$ cat config.mk
export PLATFORM = sky130hd
export DESIGN_NAME = glitch_burst_monitor
export DESIGN_NICKNAME = d
export VERILOG_FILES = /design/src/rtl/gbm_pkg.sv /design/src/rtl/gbm_control.sv /design/src/rtl/gbm_datapath.sv /design/src/rtl/glitch_burst_monitor.sv
export SDC_FILE = /design/constraint.sdc
export NUM_CORES = 1
export LEC_CHECK = 0
export BUFFER_PORTS_ARGS = -buffer_cell sky130_fd_sc_hd__buf_2
export CORE_ASPECT_RATIO = 2
export CORE_MARGIN = 2
export CORE_UTILIZATION = 45
export CTS_BUF_LIST = sky130_fd_sc_hd__clkbuf_16
export DETAILED_ROUTE_END_ITERATION = 12
export PLACE_DENSITY_LB_ADDON = 0.25
export SETUP_SLACK_MARGIN = 0.5
export SLEW_MARGIN = 20
export SYNTH_ARGS = -nofsm -noshare
export SYNTH_HDL_FRONTEND = slang
export SYNTH_SLANG_ARGS = --single-unit
$ cat constraint.sdc
create_clock -name clk -period 6 [get_ports clk]
set_input_delay 0.9 -clock clk [delete_from_list [all_inputs] [get_ports clk]]
set_output_delay 0.9 -clock clk [all_outputs]
set_load 0.02 [all_outputs]
$ cat src/rtl/gbm_pkg.sv
package gbm_pkg;
  // Strobes from burst control to the counting datapath; at most one of
  // startBurst, extendBurst, quietTick and closeBurst is high in a cycle.
  typedef struct packed {
    logic startBurst;   // idle, hit now: load counters from this vector
    logic extendBurst;  // open burst, hit now: accumulate
    logic quietTick;    // open burst, no hit, gap not yet reached
    logic closeBurst;   // open burst, gap reached: hold final values
    logic clearCounts;  // cycle after close with no new start
  } ctrlStrobe_t;
endpackage

$ cat src/rtl/gbm_control.sv
module gbm_control
  import gbm_pkg::*;
#(
  parameter int GAP_W = 4
) (
  input  logic             clk,
  input  logic             rstN,
  input  logic             hitNow,
  input  logic [GAP_W-1:0] quietGap,
  output ctrlStrobe_t      strobes,
  output logic             burstDone
);
  logic             active;
  logic [GAP_W-1:0] quietCnt;
  logic [GAP_W:0]   gapEff;
  logic [GAP_W:0]   quietNext;
  logic             closeNow;

  always_comb begin
    gapEff    = (quietGap == '0) ? (GAP_W+1)'(1) : {1'b0, quietGap};
    quietNext = {1'b0, quietCnt} + (GAP_W+1)'(1);
    closeNow  = active && !hitNow && (quietNext >= gapEff);
    strobes.startBurst  = !active && hitNow;
    strobes.extendBurst = active && hitNow;
    strobes.quietTick   = active && !hitNow && !closeNow;
    strobes.closeBurst  = closeNow;
    strobes.clearCounts = burstDone && !strobes.startBurst;
  end

  always_ff @(posedge clk or negedge rstN) begin
    if (!rstN) begin
      active    <= 1'b0;
      quietCnt  <= '0;
      burstDone <= 1'b0;
    end else begin
      active    <= (active && !closeNow) || strobes.startBurst;
      burstDone <= closeNow;
      if (hitNow || closeNow) quietCnt <= '0;
      else if (strobes.quietTick) quietCnt <= quietNext[GAP_W-1:0];
    end
  end

  AST_DONE_SINGLE: assert property (@(posedge clk) disable iff (!rstN)
    burstDone |=> !burstDone);
  AST_QUIET_BOUND: assert property (@(posedge clk) disable iff (!rstN)
    active |-> ({1'b0, quietCnt} < gapEff));
  AST_STROBE_EXCL: assert property (@(posedge clk) disable iff (!rstN)
    $onehot0({strobes.startBurst, strobes.extendBurst, strobes.quietTick, strobes.closeBurst}));
endmodule

$ cat src/rtl/gbm_datapath.sv
module gbm_datapath
  import gbm_pkg::*;
#(
  parameter int PHASES = 10,
  parameter int CNT_W  = 8,
  parameter int SPAN_W = 8
) (
  input  logic              clk,
  input  logic              rstN,
  input  logic [PHASES-1:0] phaseSamples,
  input  ctrlStrobe_t       strobes,
  output logic              hitNow,
  output logic              hit,
  output logic [CNT_W-1:0]  pulseCount,
  output logic [SPAN_W-1:0] burstSpan
);
  localparam int EDGE_W = $clog2(PHASES + 1);
  localparam logic [CNT_W:0]  CNT_MAX  = {1'b0, {CNT_W{1'b1}}};
  localparam logic [SPAN_W:0] SPAN_MAX = {1'b0, {SPAN_W{1'b1}}};

  logic              prevLast;
  logic [PHASES-1:0] rise;
  logic [EDGE_W-1:0] edgeCount;
  logic [SPAN_W-1:0] spanCnt;
  logic [CNT_W:0]    pulseSum;
  logic [CNT_W-1:0]  pulseSat;
  logic [CNT_W-1:0]  edgeSat;
  logic [SPAN_W:0]   spanSum;
  logic [SPAN_W-1:0] spanSat;

  // One rising-step detector per phase; phase 0 looks back into last cycle.
  for (genvar i = 0; i < PHASES; i++) begin : g_rise
    if (i == 0) begin : g_first
      assign rise[i] = phaseSamples[i] & ~prevLast;
    end else begin : g_rest
      assign rise[i] = phaseSamples[i] & ~phaseSamples[i-1];
    end
  end

  always_comb begin
    edgeCount = '0;
    for (int i = 0; i < PHASES; i++) edgeCount = edgeCount + EDGE_W'(rise[i]);
    hitNow   = |phaseSamples;
    pulseSum = {1'b0, pulseCount} + (CNT_W+1)'(edgeCount);
    pulseSat = (pulseSum > CNT_MAX) ? CNT_MAX[CNT_W-1:0] : pulseSum[CNT_W-1:0];
    edgeSat  = ((CNT_W+1)'(edgeCount) > CNT_MAX) ? CNT_MAX[CNT_W-1:0] : CNT_W'(edgeCount);
    spanSum  = {1'b0, spanCnt} + (SPAN_W+1)'(1);
    spanSat  = (spanSum > SPAN_MAX) ? SPAN_MAX[SPAN_W-1:0] : spanSum[SPAN_W-1:0];
  end

  always_ff @(posedge clk or negedge rstN) begin
    if (!rstN) begin
      prevLast   <= 1'b0;
      hit        <= 1'b0;
      pulseCount <= '0;
      spanCnt    <= '0;
      burstSpan  <= '0;
    end else begin
      prevLast <= phaseSamples[PHASES-1];
      hit      <= hitNow;
      if (strobes.startBurst) begin
        pulseCount <= edgeSat;
        spanCnt    <= SPAN_W'(1);
        burstSpan  <= SPAN_W'(1);
      end else if (strobes.extendBurst) begin
        pulseCount <= pulseSat;
        spanCnt    <= spanSat;
        burstSpan  <= spanSat;
      end else if (strobes.quietTick) begin
        spanCnt    <= spanSat;
      end else if (strobes.clearCounts) begin
        pulseCount <= '0;
        spanCnt    <= '0;
        burstSpan  <= '0;
      end
    end
  end

  AST_PULSE_NO_WRAP: assert property (@(posedge clk) disable iff (!rstN)
    (!strobes.startBurst && !strobes.clearCounts) |=> (pulseCount >= $past(pulseCount)));
  AST_SPAN_NO_WRAP: assert property (@(posedge clk) disable iff (!rstN)
    (!strobes.startBurst && !strobes.clearCounts) |=> (burstSpan >= $past(burstSpan)));
  AST_HIT_HAS_SPAN: assert property (@(posedge clk) disable iff (!rstN)
    hit |-> (burstSpan != '0) && (pulseCount != '0 || prevLast));
endmodule

$ cat src/rtl/glitch_burst_monitor.sv
module glitch_burst_monitor
  import gbm_pkg::*;
#(
  parameter int PHASES = 10,
  parameter int CNT_W  = 8,
  parameter int SPAN_W = 8,
  parameter int GAP_W  = 4
) (
  input  logic              clk,
  input  logic              rstN,
  input  logic [PHASES-1:0] phaseSamples,
  input  logic [GAP_W-1:0]  quietGap,
  output logic              hit,
  output logic [CNT_W-1:0]  pulseCount,
  output logic [SPAN_W-1:0] burstSpan,
  output logic              burstDone
);
  ctrlStrobe_t strobes;
  logic        hitNow;

  gbm_datapath #(.PHASES(PHASES), .CNT_W(CNT_W), .SPAN_W(SPAN_W)) i_datapath (
    .clk(clk), .rstN(rstN), .phaseSamples(phaseSamples), .strobes(strobes),
    .hitNow(hitNow), .hit(hit), .pulseCount(pulseCount), .burstSpan(burstSpan)
  );

  gbm_control #(.GAP_W(GAP_W)) i_control (
    .clk(clk), .rstN(rstN), .hitNow(hitNow), .quietGap(quietGap),
    .strobes(strobes), .burstDone(burstDone)
  );

  AST_DONE_CLEARS: assert property (@(posedge clk) disable iff (!rstN)
    (burstDone && !hitNow) |=> (pulseCount == '0 && burstSpan == '0));
endmodule

Word-level counts from Yosys, hierarchy flattened
Index checks and enable logic that the tools add are counted.
{ "totals": {"wordCells": 77, "ff_bits": 32, "input_bits": 16} }
{ "op_classes": {"muxes": 14, "bitwise": 20, "n_lt_le_gt_ge": 3, "n_eq_ne": 1, "reduce_logical": 19, "n_addsub": 12} }
{ "op_table": {"columns": ["op", "n"], "rows": [
  ["8-bit two-way mux", 11],
  ["4-bit by 1-bit adder with 4-bit output", 8],
  ["9-bit by 8-bit > comparator with 1-bit output, second input constant", 2],
  ["4-bit two-way mux", 3],
  ["1-bit bitwise AND", 10],
  ["1-bit NOT", 10],
  ["10-bit OR reduction", 1],
  ["8-bit by 1-bit adder with 9-bit output, second input constant", 1],
  ["8-bit by 4-bit adder with 9-bit output", 1],
  ["1-bit logical AND", 7],
  ["4-bit by 1-bit adder with 5-bit output, second input constant", 1],
  ["5-bit >= comparator", 1],
  ["1-bit logical NOT", 4],
  ["4-bit logical NOT", 1],
  ["4-bit nonzero test", 1],
  ["3-bit by 1-bit != test with 1-bit output, second input constant", 1],
  ["3-bit nonzero test", 1],
  ["1-bit by 1-bit adder with 2-bit output", 1],
  ["1-bit logical OR", 2],
  ["2-bit AND reduction", 1],
  ["2-bit nonzero test", 1]
]} }

Longest topological paths before layout
{ "depth": {"word_depth": 16, "mapped_depth": 18, "ltp_nobuf": 18} }

Modules after synthesis
A second synthesis with hierarchy kept.
{ "unflattened": {"cells_unflattened": 233, "area_unflattened_um2": 2258.4} }
{ "by_module_without_submodules": {"columns": ["mod", "seq_area_each_um2", "cells_per_inst", "instances", "area_per_inst_um2"], "rows": [
  ["gbm_datapath", 650.6, 195, 1, 1849.3],
  ["gbm_control", 150.1, 38, 1, 409.1]
]} }

Least setup slack after synthesis
OpenSTA, ideal clock, no wires.
{ "synth_timing": {"kind": "input -> register", "startpoint": "input port phaseSamples[0]", "endpoint": "register i_datapath.pulseCount[0]", "path_buffers": 0, "required_time_ns": 5.875, "setup_slack_ns": 0.854, "arrival_ns": 5.021, "cell_stages": 18, "cell_sequence": "nor2b_1 > ha_1 > inv_1 > fa_1 > fa_1 > inv_1 > fa_1 > fa_1 > inv_1 > fa_1 > inv_1 > fa_1 > a21o_1 > a21o_1 > nand2_1 > o21ai_0 > o221ai_1 > nand2_1"} }
{ "synth_between": {"elab_chain_len": 16} }
{ "synth_rtl": {"columns": ["element", "line", "source"], "rows": [
  ["start: declaration", "glitch_burst_monitor.sv:11", "input logic [PHASES-1:0] phaseSamples,"],
  ["1-bit NOT", "gbm_datapath.sv:36", "assign rise[i] = phaseSamples[i] & ~phaseSamples[i-1];"],
  ["1-bit bitwise AND", "gbm_datapath.sv:36", null],
  ["1-bit by 1-bit adder with 2-bit output", "gbm_datapath.sv:42", "for (int i = 0; i < PHASES; i++) edgeCount = edgeCount + EDGE_W'(rise[i]);"],
  ["4-bit by 1-bit adder with 4-bit output (8 in series)", "gbm_datapath.sv:42", null],
  ["8-bit by 4-bit adder with 9-bit output", "gbm_datapath.sv:44", "pulseSum = {1'b0, pulseCount} + (CNT_W+1)'(edgeCount);"],
  ["9-bit by 8-bit > comparator with 1-bit output", "gbm_datapath.sv:45", "pulseSat = (pulseSum > CNT_MAX) ? CNT_MAX[CNT_W-1:0] : pulseSum[CNT_W-1:0];"],
  ["8-bit two-way mux", "gbm_datapath.sv:45", null],
  ["8-bit two-way mux", "gbm_datapath.sv:65", "end else if (strobes.extendBurst) begin"],
  ["8-bit two-way mux", "gbm_datapath.sv:61", "if (strobes.startBurst) begin"],
  ["end signal: assignment", "gbm_datapath.sv:62", "pulseCount <= edgeSat;"],
  ["end signal: assignment", "gbm_datapath.sv:66", "pulseCount <= pulseSat;"],
  ["end: declaration", "gbm_datapath.sv:14", "output logic [CNT_W-1:0] pulseCount,"]
]} }
Several ways; a longest one is shown, not always the timed one.
A chain may end at the register's enable or synchronous reset.

Final worst setup path
{ "layout_timing": {"startpoint": "input port phaseSamples[0]", "endpoint": "register i_datapath.pulseCount[3]"} }
Same word-level chain as after synthesis.

==> results.json <==
{
  "synth-compound-area-share_pct": 19.6,
  "synth_edf_count": 0,
  "rsz0062_at_grt": "no",
  "seq_power_share_pct": 35.0,
  "combPwrFrac_pct": 42.7,
  "synth_area_leader_cell": "dfrtp_1",
  "grt_pass1_wl_um": 8580,
  "start_kind": "primary input",
  "synthAdderAreaFrac_pct": 15.1,
  "coreArea_um2": 4860,
  "cts.sinks": 32,
  "outcome": "finished, final reports clean",
  "drc_errors": 0,
  "clkLatencyLatePin_ps": 270,
  "fmax_mhz": 193,
  "final_area_um2": 2590,
  "grt_pass1_vias": 1899,
  "syn_nets": 274,
  "intPower_mw": 0.633,
  "syn_area_per_cell_um2": 9.62,
  "nets": 308,
  "synthCells": 235,
  "nFillCells": 457,
  "rows": 36,
  "fin_worst_skew_ps": 4.86,
  "tns_ps": 0,
  "multi_input_area_um2": 1370,
  "period_share_pct": 86.4,
  "start_util_pct": 46.5,
  "min_path_type": "reg -> reg",
  "cts_setup_buffers": 0,
  "synth_seq_cells": 32,
  "cts_max_level": 2,
  "synth_top_family_by_area": "simple AND/OR/NAND/NOR gates",
  "netlist_top_cells_area": "dfrtp_1, ha_1, fa_1",
  "finalSetupViolCount": 0,
  "path_class": "in -> reg",
  "finalHoldViolCount": 0,
  "drive_above_1_share_pct": 20.8,
  "relSlewSlack_pct": 52.0,
  "synth-xor-area-share_pct": 3.49,
  "cts_buffer_depth": 2,
  "postRouteAntennaNets": 0,
  "drv_cap": 0,
  "period_needed_ps": 5180,
  "seq_area_frac_synth_pct": 35.4,
  "ios": 34,
  "post_synth_instance_area_um2": 2260,
  "ys_types": 53,
  "crit_required_ps": 6150,
  "p_sw_share_pct": 39.5,
  "ys_warn_count": 0,
  "cp_max_fo": 4,
  "clkPwrFrac_pct": 22.2,
  "synth_top_area_share_pct": 35.4,
  "vias": 1834,
  "placedInstanceArea_um2": 2460,
  "drtIter0Drc": 23,
  "firstDrtPassIters": 4,
  "synthTopCellsByCount": "dfrtp_1, nand2_1, ha_1, inv_1, o21ai_0",
  "tightest_slew_ps": 720,
  "detailed_place_hpwl_um": 3970,
  "antenna_cells": 0,
  "async_reset_ff_share_pct": 100,
  "track_usage_pct": 20.6,
  "powerDensity_nw_per_um2": 404,
  "leakage_nw": 1.20,
  "regArea_um2": 801,
  "grt_max_degree": 33,
  "syn2layout_area_growth_pct": 14.6,
  "place.port_buffers": 33,
  "cp_data_arrival_time_ps": 5330,
  "power_switching_mw": 0.413,
  "wl_per_cell_um": 15.6,
  "post-synth-top-count-cell": "dfrtp_1",
  "maxSlewViolCount": 0,
  "fp.dieArea_um2": 5640,
  "clockRootBuffer": "clkbuf_16",
  "ir_drop_mv": 0.269,
  "worst_setup_path_end_kind": "flop",
  "cts_buffers": 5,
  "die_h_um": 104,
  "grt.overflow.total": 0,
  "antenna_found_initial": 0,
  "ys_dominant_reg_cell": "dfrtp_1",
  "cts_tree": "built",
  "synthMuxAreaShare_pct": 0.498,
  "viasPerCell": 5.63,
  "synth-simple-area-share_pct": 21.8,
  "drt-total-wl_um": 5070,
  "fp.dieW_um": 54.1,
  "path_clk_slew_ps": 50,
  "routabilityCongestion": 0.771
}
## sequential cells by signal (all words and copies together) (netlist names)
name,cells
i_control.active,1
i_control.burstDone,1
i_control.quietCnt,4
i_datapath.burstSpan,8
i_datapath.hit,1
i_datapath.prevLast,1
i_datapath.pulseCount,8
i_datapath.spanCnt,8
## cells by family (layout without fill, tap and decap cells)
| logic type | after synthesis | after routing |
|---|---|---|
| XOR/XNOR | 9 | 9 |
| multiplexers | 1 | 1 |
| AND/OR/NAND/NOR | 92 | 92 |
| adder cells (fa/ha/maj) | 23 | 23 |
| AO/OA/AOI/OAI | 58 | 58 |
| buffers and inverters | 20 | 54 |
| flip-flops | 32 | 32 |
## per-layer routing
| layer | GRT usage [%] | wire [um] |
|---|---|---|
| met1 | 22.0 | 1890 |
| met2 | 37.9 | 2940 |
| met3 | 2.59 | 122 |
| met4 | 8.39 | 127 |
| met5 | 0 | 0 |
## metrics by stage
step / setup slack, ps / utilization [%] / power, mW / hold slack (ps) / std cells
2_1_floorplan: 854 / - / 0.689 / 531 / 235
3_3_place_gp: 488 / 50.5 / 0.802 / 443 / 319
3_5_place_dp: 428 / 50.5 / 0.818 / 466 / 319
4_1_cts: 717 / 53.2 / 1.06 / 477 / 326
5_1_grt: 520 / 53.2 / 1.13 / 530 / 326
6_report: 818 / 53.2 / 1.05 / 474 / 326
## power by group through the flow
stage | registers, mW | logic (mW) | clock network, mW
floorplan | 0.408 | 0.281 | 0
global placement | 0.365 | 0.437 | 0
detailed placement | 0.368 | 0.450 | 0
CTS | 0.366 | 0.453 | 0.238
global route | 0.381 | 0.507 | 0.244
finish | 0.367 | 0.447 | 0.233
## what timing repair did
action | 4_1_cts | 5_1_grt
resized for setup | 0 | 1
hold buffers | 0 | 0
endpoints found under the setup margin | 0 | 4
## critical path, cell delays in order
cell,delay [ps]
buf_2,110
nor2b_1,120
ha_1,260
inv_1,50
fa_1,500
fa_1,540
inv_1,50
fa_1,580
fa_1,210
inv_1,70
fa_1,500
inv_1,70
fa_1,430
a21o_1,190
a21o_1,200
nand2_1,110
o21ai_1,150
o221ai_1,220
nand2_1,70
## cell type report
| type | instances | area share, % |
|---|---|---|
| multi-input combinational | 183 | 52.8 |
| sequential | 32 | 30.9 |
| timing repair buffer | 33 | 6.38 |
| clock buffer | 5 | 4.83 |
| tap | 57 | 2.75 |
| inverter | 14 | 2.03 |
| clock inverter | 2 | 0.338 |
## placed cells by master (no fill, tap or decap), drive strengths merged, types with 7 or more instances in the layout
cell    n
nor2b   9
ha     16
fa      7
a21oi  11
dfrtp  32
buf    33
nand2  33
o21ai  15
inv    15
nand3   9
nor2   12
## final timing paths
check	startpoint	to	slack (ps)	cells after the start
max in group asynchronous	rstN	i_datapath.pulseCount[2]	4850	1
worst max register to register	i_datapath.prevLast	i_datapath.pulseCount[3]	1270	18
worst min-delay path	i_datapath.burstSpan[7]	i_datapath.burstSpan[7]	470	2
worst max-delay path	phaseSamples[0]	i_datapath.pulseCount[3]	820	19
min in group asynchronous	rstN	i_datapath.burstSpan[5]	680	1
worst min register to register	i_datapath.burstSpan[7]	i_datapath.burstSpan[7]	470	2
Note: power is estimated with default switching activity, not from simulation.
